File: src/rtl/gpio_xp_pkg.sv
package gpio_xp_pkg;
  // Register group codes; address = code * bank count + (bank count - 1 - bank)
  typedef enum logic [3:0] {
    GRP_MON   = 4'd0,
    GRP_DIR   = 4'd1,
    GRP_SET   = 4'd2,
    GRP_CLR   = 4'd3,
    GRP_RISE  = 4'd4,
    GRP_FALL  = 4'd5,
    GRP_IEN   = 4'd6,
    GRP_ISTAT = 4'd7,
    GRP_EDGE  = 4'd8
  } grp_e;

  localparam int GRP_COUNT = 9;
  localparam int BYTE_W    = 8;
endpackage

File: src/rtl/gpio_xp_sync_edge.sv
module gpio_xp_sync_edge #(
  parameter int W = 24
) (
  input  logic         clk,
  input  logic         rst,
  input  logic [W-1:0] pin_in,
  output logic [W-1:0] level,
  output logic [W-1:0] rise_ev,
  output logic [W-1:0] fall_ev
);
  for (genvar i = 0; i < W; i++) begin : g_line
    logic s1_q, s2_q, s3_q;
    always_ff @(posedge clk) begin
      if (rst) begin
        s1_q <= 1'b0;
        s2_q <= 1'b0;
        s3_q <= 1'b0;
      end else begin
        s1_q <= pin_in[i];
        s2_q <= s1_q;
        s3_q <= s2_q;
      end
    end
    assign level[i]   = s2_q;
    assign rise_ev[i] = s2_q & ~s3_q;
    assign fall_ev[i] = ~s2_q & s3_q;
  end
endmodule

File: src/rtl/gpio_xp_host_port.sv
module gpio_xp_host_port
  import gpio_xp_pkg::*;
#(
  parameter int NUM_BANKS = 3,
  parameter int ADDR_W    = 5,
  parameter int BANK_W    = 2
) (
  input  logic                                  clk,
  input  logic                                  rst,
  input  logic [ADDR_W-1:0]                     host_addr,
  input  logic                                  host_addr_vld,
  input  logic                                  host_wr,
  input  logic                                  host_rd,
  input  logic [BYTE_W-1:0]                     host_wdata,
  input  logic [GRP_COUNT-1:0][NUM_BANKS*BYTE_W-1:0] rd_vec,
  output logic                                  wr_en,
  output logic [ADDR_W-1:0]                     wr_grp,
  output logic [BANK_W-1:0]                     wr_bank,
  output logic [BYTE_W-1:0]                     wr_data,
  output logic [BYTE_W-1:0]                     host_rdata
);
  localparam logic [ADDR_W-1:0] NB_A  = ADDR_W'(NUM_BANKS);
  localparam logic [ADDR_W-1:0] TOP_A = ADDR_W'(GRP_COUNT * NUM_BANKS);

  logic [ADDR_W-1:0] ptr_q, eff_addr, grp_idx, slot_idx, bank_full;
  logic [BANK_W-1:0] bank_idx;
  logic              hit;
  logic [BYTE_W-1:0] rd_byte;

  assign eff_addr  = host_addr_vld ? host_addr : ptr_q;
  assign hit       = eff_addr < TOP_A;
  assign grp_idx   = eff_addr / NB_A;
  assign slot_idx  = eff_addr % NB_A;
  assign bank_full = NB_A - ADDR_W'(1) - slot_idx;
  assign bank_idx  = bank_full[BANK_W-1:0];

  assign wr_en   = host_wr && hit;
  assign wr_grp  = grp_idx;
  assign wr_bank = bank_idx;
  assign wr_data = host_wdata;

  always_comb begin
    rd_byte = '0;
    for (int g = 0; g < GRP_COUNT; g++) begin
      for (int b = 0; b < NUM_BANKS; b++) begin
        if (hit && grp_idx == ADDR_W'(g) && bank_idx == BANK_W'(b))
          rd_byte = rd_vec[g][b*BYTE_W +: BYTE_W];
      end
    end
  end

  always_ff @(posedge clk) begin
    if (rst) begin
      ptr_q      <= '0;
      host_rdata <= '0;
    end else begin
      if (host_rd || host_wr) ptr_q <= eff_addr + ADDR_W'(1);
      if (host_rd && !host_wr) host_rdata <= rd_byte;
    end
  end

  AST_PTR_STEP: assert property (@(posedge clk) disable iff (rst)
    (host_rd || host_wr) |=> (ptr_q == ADDR_W'($past(eff_addr) + ADDR_W'(1))));
  AST_RDATA_HOLD: assert property (@(posedge clk) disable iff (rst)
    !(host_rd && !host_wr) |=> $stable(host_rdata));
endmodule

File: src/rtl/gpio_xp_regfile.sv
module gpio_xp_regfile
  import gpio_xp_pkg::*;
#(
  parameter int NUM_BANKS = 3,
  parameter int ADDR_W    = 5,
  parameter int BANK_W    = 2
) (
  input  logic                                       clk,
  input  logic                                       rst,
  input  logic                                       wr_en,
  input  logic [ADDR_W-1:0]                          wr_grp,
  input  logic [BANK_W-1:0]                          wr_bank,
  input  logic [BYTE_W-1:0]                          wr_data,
  input  logic [NUM_BANKS*BYTE_W-1:0]                level,
  input  logic [NUM_BANKS*BYTE_W-1:0]                rise_ev,
  input  logic [NUM_BANKS*BYTE_W-1:0]                fall_ev,
  output logic [GRP_COUNT-1:0][NUM_BANKS*BYTE_W-1:0] rd_vec,
  output logic [NUM_BANKS*BYTE_W-1:0]                out_q,
  output logic [NUM_BANKS*BYTE_W-1:0]                dir_q,
  output logic                                       irq_q
);
  localparam int W = NUM_BANKS * BYTE_W;

  logic [GRP_COUNT-1:0] grp_we;
  logic [W-1:0]         wmask, hits;
  logic [W-1:0]         rise_q, fall_q, ien_q, istat_q, edge_q;

  for (genvar g = 0; g < GRP_COUNT; g++) begin : g_grp_we
    assign grp_we[g] = wr_en && (wr_grp == ADDR_W'(g));
  end

  for (genvar b = 0; b < NUM_BANKS; b++) begin : g_bank
    logic lane;
    assign lane = (wr_bank == BANK_W'(b));
    assign wmask[b*BYTE_W +: BYTE_W] = lane ? wr_data : '0;

    always_ff @(posedge clk) begin
      if (rst) begin
        dir_q [b*BYTE_W +: BYTE_W] <= '0;
        rise_q[b*BYTE_W +: BYTE_W] <= '0;
        fall_q[b*BYTE_W +: BYTE_W] <= '0;
        ien_q [b*BYTE_W +: BYTE_W] <= '0;
      end else if (lane) begin
        if (grp_we[GRP_DIR])  dir_q [b*BYTE_W +: BYTE_W] <= wr_data;
        if (grp_we[GRP_RISE]) rise_q[b*BYTE_W +: BYTE_W] <= wr_data;
        if (grp_we[GRP_FALL]) fall_q[b*BYTE_W +: BYTE_W] <= wr_data;
        if (grp_we[GRP_IEN])  ien_q [b*BYTE_W +: BYTE_W] <= wr_data;
      end
    end
  end

  assign hits = (rise_ev & rise_q) | (fall_ev & fall_q);

  always_ff @(posedge clk) begin
    if (rst) begin
      out_q   <= '0;
      istat_q <= '0;
      edge_q  <= '0;
      irq_q   <= 1'b0;
    end else begin
      out_q   <= (out_q | (grp_we[GRP_SET] ? wmask : '0))
                 & ~(grp_we[GRP_CLR] ? wmask : '0);
      istat_q <= (istat_q & ~(grp_we[GRP_ISTAT] ? wmask : '0)) | hits;
      edge_q  <= (edge_q  & ~(grp_we[GRP_EDGE]  ? wmask : '0)) | hits;
      irq_q   <= |(istat_q & ien_q);
    end
  end

  always_comb begin
    rd_vec            = '0;
    rd_vec[GRP_MON]   = level;
    rd_vec[GRP_DIR]   = dir_q;
    rd_vec[GRP_SET]   = out_q;
    rd_vec[GRP_CLR]   = out_q;
    rd_vec[GRP_RISE]  = rise_q;
    rd_vec[GRP_FALL]  = fall_q;
    rd_vec[GRP_IEN]   = ien_q;
    rd_vec[GRP_ISTAT] = istat_q;
    rd_vec[GRP_EDGE]  = edge_q;
  end

  AST_HIT_SETS_STATUS: assert property (@(posedge clk) disable iff (rst)
    (|hits) |=> (((istat_q & $past(hits)) == $past(hits)) && ((edge_q & $past(hits)) == $past(hits))));
  AST_NO_SPURIOUS_STATUS: assert property (@(posedge clk) disable iff (rst)
    1'b1 |=> ((istat_q & ~$past(istat_q) & ~$past(hits)) == '0));
  AST_W1C_CLEARS: assert property (@(posedge clk) disable iff (rst)
    (grp_we[GRP_ISTAT] && !(|hits)) |=> ((istat_q & $past(wmask)) == '0));
  AST_EDGE_KEPT_ON_ISTAT_CLR: assert property (@(posedge clk) disable iff (rst)
    (grp_we[GRP_ISTAT]) |=> ((edge_q & $past(edge_q)) == $past(edge_q)));
  AST_OUT_HOLD: assert property (@(posedge clk) disable iff (rst)
    !(grp_we[GRP_SET] || grp_we[GRP_CLR]) |=> $stable(out_q));
endmodule

File: src/rtl/gpio_xp_core.sv
module gpio_xp_core
  import gpio_xp_pkg::*;
#(
  parameter int NUM_BANKS = 3,
  localparam int W      = NUM_BANKS * BYTE_W,
  localparam int ADDR_W = $clog2(GRP_COUNT * NUM_BANKS),
  localparam int BANK_W = (NUM_BANKS > 1) ? $clog2(NUM_BANKS) : 1
) (
  input  logic              clk,
  input  logic              rst,
  input  logic [ADDR_W-1:0] host_addr,
  input  logic              host_addr_vld,
  input  logic              host_wr,
  input  logic              host_rd,
  input  logic [7:0]        host_wdata,
  output logic [7:0]        host_rdata,
  input  logic [W-1:0]      pin_in,
  output logic [W-1:0]      pin_out,
  output logic [W-1:0]      pin_oe,
  output logic              irq_out
);
  logic [W-1:0]                level, rise_ev, fall_ev;
  logic [GRP_COUNT-1:0][W-1:0] rd_vec;
  logic                        wr_en;
  logic [ADDR_W-1:0]           wr_grp;
  logic [BANK_W-1:0]           wr_bank;
  logic [7:0]                  wr_data;

  gpio_xp_sync_edge #(.W(W)) u_sync (
    .clk(clk), .rst(rst), .pin_in(pin_in),
    .level(level), .rise_ev(rise_ev), .fall_ev(fall_ev)
  );

  gpio_xp_host_port #(.NUM_BANKS(NUM_BANKS), .ADDR_W(ADDR_W), .BANK_W(BANK_W)) u_port (
    .clk(clk), .rst(rst),
    .host_addr(host_addr), .host_addr_vld(host_addr_vld),
    .host_wr(host_wr), .host_rd(host_rd), .host_wdata(host_wdata),
    .rd_vec(rd_vec),
    .wr_en(wr_en), .wr_grp(wr_grp), .wr_bank(wr_bank), .wr_data(wr_data),
    .host_rdata(host_rdata)
  );

  gpio_xp_regfile #(.NUM_BANKS(NUM_BANKS), .ADDR_W(ADDR_W), .BANK_W(BANK_W)) u_regs (
    .clk(clk), .rst(rst),
    .wr_en(wr_en), .wr_grp(wr_grp), .wr_bank(wr_bank), .wr_data(wr_data),
    .level(level), .rise_ev(rise_ev), .fall_ev(fall_ev),
    .rd_vec(rd_vec), .out_q(pin_out), .dir_q(pin_oe), .irq_q(irq_out)
  );

  AST_IRQ_FOLLOWS: assert property (@(posedge clk) disable iff (rst)
    1'b1 |=> (irq_out == $past(|(rd_vec[GRP_ISTAT] & rd_vec[GRP_IEN]))));
endmodule

File: config.mk
export PLATFORM = sky130hd
export DESIGN_NAME = gpio_xp_core
export DESIGN_NICKNAME = d
export VERILOG_FILES = /design/src/rtl/gpio_xp_pkg.sv /design/src/rtl/gpio_xp_sync_edge.sv /design/src/rtl/gpio_xp_host_port.sv /design/src/rtl/gpio_xp_regfile.sv /design/src/rtl/gpio_xp_core.sv
export SDC_FILE = /design/constraint.sdc
export NUM_CORES = 1
export LEC_CHECK = 0
export ABC_AREA = 1
export BUFFER_PORTS_ARGS = -buffer_cell sky130_fd_sc_hd__buf_2
export CORE_MARGIN = 3
export CORE_UTILIZATION = 25
export CTS_CLUSTER_DIAMETER = 80
export DETAILED_ROUTE_END_ITERATION = 8
export GPL_ROUTABILITY_DRIVEN = 0
export GPL_TIMING_DRIVEN = 0
export HOLD_SLACK_MARGIN = 0.02
export SETUP_SLACK_MARGIN = 0.1
export SLEW_MARGIN = 5
export SYNTH_ARGS = -nofsm -noshare
export SYNTH_HDL_FRONTEND = slang
export SYNTH_HIERARCHICAL = 1
export SYNTH_SLANG_ARGS = --single-unit
File: constraint.sdc
create_clock -name clk -period 5.3 [get_ports clk]
set_input_delay 0.795 -clock clk [delete_from_list [all_inputs] [get_ports clk]]
set_output_delay 0.795 -clock clk [all_outputs]
set_load 0.005 [all_outputs]
== Word-level counts from Yosys, hierarchy flattened ==
Cells that the tools add are included.
W data, S select, Z words.

* Bits of input ports: 42
* Word-level logic and storage cells: 312
* Bits in registers: 254
* Output and inout port bits: 57

* Div/mod/pow operators: 2
* Reduce and logical (&&, ||, !) cells: 63
* Multiplexer cells: 35
* Eq/ne operators: 10
* $add $sub $neg: 2
* Bitwise operators: 109
* Magnitude comparators: 1

{| class="wikitable"
|+ Operators with widths
! cell !! count
|-
| $mux W8 || 30
|-
| $and A24 B24 Y24 || 6
|-
| $mux W24 || 4
|-
| $or A24 B24 Y24 || 4
|-
| $not A24 Y24 || 3
|-
| $and A1 B1 Y1 || 48
|-
| $not A1 Y1 || 48
|-
| $logic_and A1 B1 Y1 || 46
|-
| $reduce_and A2 Y1 || 12
|-
| $reduce_or A24 Y1 || 1
|-
| $eq A5 B3 Y1 const B || 4
|-
| $eq A5 B2 Y1 const B || 2
|-
| $add A5 B1 Y5 const B || 1
|-
| $div A5 B2 Y5 const B || 1
|-
| $eq A5 B1 Y1 const B || 1
|-
| $eq A5 B4 Y1 const B || 1
|-
| $logic_not A5 Y1 || 1
|-
| $lt A5 B5 Y1 const B || 1
|-
| $mod A5 B2 Y5 const B || 1
|-
| $mux W5 || 1
|-
| $eq A2 B1 Y1 const B || 1
|-
| $eq A2 B2 Y1 const B || 1
|-
| $logic_not A2 Y1 || 1
|-
| $sub A2 B2 Y2 const A || 1
|-
| 2 further kinds || 2
|}

== Logic depth before layout (Yosys ltp) ==
* Word-level depth: 32
* Gate-level depth with buffers: 52
* Depth with buffers taken out: 50

== Cells and area by module ==
The synthesis kept the hierarchy.

{| class="wikitable"
|+ By module, submodules not included
! module !! cells an instance !! instances !! area an instance (um^2)
|-
| gpio_xp_regfile || 1022 || 1 || 7592.3
|-
| gpio_xp_host_port || 656 || 1 || 3407.0
|-
| gpio_xp_sync_edge || 320 || 1 || 2522.4
|}

== Worst setup path before layout ==
Ideal clock, no wire load.

* Path kind: input-to-reg
* Start: input port host_addr_vld
* End: register u_port.host_rdata[1]
* Library setup time: 0.067 ns
* Arrival time: 5.301 ns
* Slack: -0.069 ns
* Stages on the path: 51
* Path through: buf_6 > inv_8 > or2_1 > o21ai_0 > ha_1 > nor2_1 > nand3_1 > nand2_4 > nand2_4 > nand2_1 > inv_1 > ha_1 > a21oi_2 > and2_4 > buf_6 > inv_1 > o21ai_0 > inv_1 > (+15 left out) > nand2_1 > nand2_1 > nand2_1 > nand2_1 > nand2_1 > nand2_1 > nand2_1 > nand2_1 > nand2_1 > nand2_1 > nand2_1 > nand2_1 > nand3_1 > nand3_1 > nand2_1 > nand2_1 > nand2_1 > a21oi_2

* Word-level cells in the longest chain between the ends: 32

{| class="wikitable"
|+ Ends and longest elaborated chain
! what !! RTL line !! text
|-
| from (decl) || gpio_xp_core.sv:12 || <nowiki>input logic host_addr_vld,</nowiki>
|-
| $mux W5 (*) || gpio_xp_host_port.sv:30 || <nowiki>assign eff_addr = host_addr_vld ? host_addr : ptr_q;</nowiki>
|-
| $div A5 B2 Y5 (*) || gpio_xp_host_port.sv:32 || <nowiki>assign grp_idx = eff_addr / NB_A;</nowiki>
|-
| named net wr_grp[0] || gpio_xp_core.sv:25 || <nowiki>logic [ADDR_W-1:0] wr_grp;</nowiki>
|-
| $logic_not A5 Y1 || gpio_xp_host_port.sv:46 || <nowiki>if (hit && grp_idx == ADDR_W'(g) && bank_idx == BANK_W'(b))</nowiki>
|-
| $logic_and A1 B1 Y1 (2 in a row) || gpio_xp_host_port.sv:46 ||
|-
| $mux W8 (26 in a row) || gpio_xp_host_port.sv:46 ||
|-
| $mux W8 (*) || gpio_xp_host_port.sv:46 ||
|-
| to (signal assigned) || gpio_xp_host_port.sv:58 || <nowiki>if (host_rd && !host_wr) host_rdata <= rd_byte;</nowiki>
|-
| to (decl) || gpio_xp_host_port.sv:20 || <nowiki>output logic [BYTE_W-1:0] host_rdata</nowiki>
|}

The timed path passes the listed nets; every way through them passes the cells marked *.
A chain may end at the register's enable or synchronous reset.

== Final worst setup path ==
* Start: input port host_addr_vld
* End: register u_port.host_rdata[4]

Same word-level chain as after synthesis.

==> impl_metrics.ini <==
[synth]
syn-num-nets = 2048
synthCells = 1998
synth-seq-cells = 254
ys_seq_area_frac = 0.376
synthArstFlopShare = 0
post_synth.cell_area_avg_um2 = 6.77
synth.distinct_cells = 44
yosys.area.top_type = dfxtp_1
synthDominantCellAreaShare = 0.376
synth_flop_cell = dfxtp_1
synth.cell_area_mm2 = 0.0135
synth_edf_count = 0
synth_area_leaders = dfxtp_1, nand2_1, nor2_1
ys_warn_count = 6

[final_layout]
layout.nets = 2186
syn_to_final_growth_pct = 20.8
postLayoutCoreUtil = 0.308
final_cells = 2846
fin_area_mm2 = 0.0163
drive_above_1_share = 0.212

[clocking]
cts_tree = yes
clk_pin_slew_ns = 0.06
clockBufferDepth = 3
cts.sinks = 254
h-tree-depth = 1
cts_buffers = 28
insertion_delay_ns = 0.57
root_buffer = clkbuf_16
cts_hold_buf = 0

[power]
ir_worst_vdd_v = 0.000230
power_frac_clock = 0.381
pwr_density_cell_mw_per_mm2 = 344
power_switching_mw = 1.91
p_sw_frac = 0.339
intPower_mw = 3.72
p_leak_nw = 7.06
combPwrFrac = 0.265
pwr-share-seq = 0.354

[worst_setup_path]
crit_top_cell = nand2_1
end_kind = register
crit_type = in -> reg
critPathRequiredTime_ns = 5.79
r2r_cells = 45
r2r-end = u_port/host_rdata[4]
crit_fanout = 8
cp_slowest_cell = clkinvlp_4
start_kind = input pin
critPathArrivalTime_ns = 5.51
timing.rr.start = u_port/ptr_q[4]
ff2ff_setup_slack_ns = 0.32
max_stage_delay_ns = 0.23

[route]
wl_um = 48300
drc = 0
post_drt_wl_per_cell_um = 17.0
dr_total_vias = 13033
drtAntennaViolNets = 0
first_pass_iters = 5
vias_per_cell = 4.58
drt_iter0_markers = 1298

[floorplan]
die_h_um = 239
die_w_um = 239
core_mm2 = 0.0531
initial_core_util = 0.255
top_level_ports = 99
rows = 84
dieArea_mm2 = 0.0569

[timing]
setup_tns_ns = 0
drv_slew = 0
hold_slack_ns = 0.399
tightest_slew_ns = 0.948
fin_crit_sh = 0.947
grt_setup_unrepaired = true
min_period_ns = 5.02
max_freq_mhz = 199
finClkSkew_ns = 0.0142
hold_viol = 0
setup_viol = 0
max-slew-margin-rel = 0.368

[hold_path]
worstHoldStart = u_sync/g_line[22].s1_q
min_path_type = reg -> reg
min_to = u_sync/g_line[22].s2_q
whs_path_depth = 2

[global_routing]
grt_pass1_vias = 11597
gr-usage-all-layers = 0.162
grt_pass1_wl_um = 71100
grt_overflow_total = 0
grt_max_degree = 15
antenna_found_initial = 2

[placed_design]
portBuffers = 89
dp.cells = 2775
placed_area_mm2 = 0.0148
hpwl_um = 36700

[flow_run]
cap_violations = 0

[run_status]
status = finished clean
## worst max-delay path: cells and delay by family
| kind | cells | cell delay [ns] |
|---|---|---|
| compound gates | 7 | 0.79 |
| fa+ha+maj | 3 | 0.49 |
| simple gates | 30 | 2.59 |
| buf+inv | 8 | 0.82 |
## state kept, by name, indices dropped and copies added (netlist names)
name,cells
u_regs/istat_q,24
u_port/host_rdata,8
u_sync/g_line.s2_q,24
u_regs/rd_vec,72
u_regs/dir_q,24
u_sync/g_line.s1_q,24
u_regs/irq_q,1
u_sync/g_line.s3_q,24
u_regs/edge_q,24
u_port/ptr_q,5
u_regs/out_q,24
## worst max-delay path by stage
stage | from | slack (ns) | to
2_1_floorplan | host_addr_vld | 0.11 | u_port/host_rdata[1]
3_3_place_gp | host_addr_vld | -1.40 | u_port/host_rdata[4]
3_5_place_dp | host_addr_vld | -1.45 | u_port/host_rdata[4]
4_1_cts | host_addr_vld | 0.11 | u_port/host_rdata[0]
5_1_grt | host_addr_vld | -0.04 | u_port/host_rdata[0]
6_report | host_addr_vld | 0.28 | u_port/host_rdata[4]
## metal layers
metal | track usage | vias up | part of all wire
li1 | - | 6517 | -
met1 | 0.235 | 5911 | 0.46
met2 | 0.249 | 521 | 0.43
met3 | 0.0268 | 84 | 0.085
met4 | 0.0467 | 0 | 0.030
met5 | 0 | - | 0
## cell usage after synthesis, drive strengths merged, types with 2 or more instances
master  number
a21oi      226
a22o        24
buf        167
clkbuf      44
clkinv       2
dfxtp      254
ha           8
inv        217
nand2      411
nand3      120
nand4       56
nor2       357
nor3         3
o211ai       5
o21ai       72
or2         22
xor2         4
## metrics by stage
step / setup slack, ns / total power [mW]
after floorplan: 0.110 / 2.88
after global placement: -1.40 / 3.33
after detailed placement: -1.45 / 3.33
after CTS: 0.112 / 5.53
after global routing: -0.0385 / 5.85
final: 0.279 / 5.62
## cells in the final DEF, fill, tap and decap left out, types with 3 or more instances in the layout
| master | n |
|---|---|
| nand4_1 | 55 |
| clkinv_2 | 3 |
| nor2_2 | 6 |
| o21ai_1 | 6 |
| bufinv_16 | 5 |
| buf_6 | 10 |
| buf_4 | 155 |
| ha_4 | 3 |
| or2_2 | 18 |
| nand3_1 | 96 |
| ha_2 | 3 |
| nand2_1 | 378 |
| nand2_4 | 9 |
| dfxtp_1 | 254 |
| nand3_4 | 3 |
| a21oi_1 | 223 |
| clkbuf_8 | 7 |
| o21ai_4 | 4 |
| o21ai_0 | 55 |
| nor2_1 | 341 |
| o211ai_1 | 5 |
| a22o_1 | 24 |
| inv_1 | 199 |
| o21ai_2 | 7 |
| inv_2 | 11 |
| clkbuf_16 | 29 |
| nor2_4 | 9 |
| clkbuf_1 | 49 |
| nand3_2 | 21 |
| xor2_1 | 3 |
| inv_4 | 5 |
| buf_2 | 104 |
| nand2_2 | 24 |
## power by group through the flow
stage | Clock [mW] | Combinational (mW) | Sequential, mW
2_1_floorplan | 0 | 0.853 | 2.03
3_3_place_gp | 0 | 1.29 | 2.03
3_5_place_dp | 0 | 1.30 | 2.03
4_1_cts | 2.18 | 1.35 | 1.99
5_1_grt | 2.25 | 1.60 | 2.00
6_report | 2.14 | 1.49 | 1.99
## kinds of logic after synthesis
kind of cell | synth area share
flip-flops | 0.376
AO/OA/AOI/OAI | 0.131
AND/OR/NAND/NOR | 0.316
adder cells (fa/ha/maj) | 0.00740
buffers and inverters | 0.166
XOR/XNOR | 0.00259
other | 0.000277
## timing repair
item,4_1_cts,5_1_grt
cloned,0,2
pin swaps,3,33
gates resized for setup,21,63
endpoints found under the setup margin,8,8
setup buffers,5,12
## final cells by class
| cell class | count | area, um^2 |
|---|---|---|
| fill | 5796 | 36700 |
| multi-input combinational | 1314 | 6460 |
| sequential | 254 | 5080 |
| buffer | 211 | 1440 |
| tap | 688 | 861 |
| inverter | 219 | 858 |
| clock buffer | 40 | 816 |
| timing repair buffer | 107 | 602 |
| clock inverter | 11 | 199 |
| timing repair inverter | 1 | 7.51 |
| antenna | 1 | 2.50 |
No activity file was read; power rests on OpenSTA's default activity.
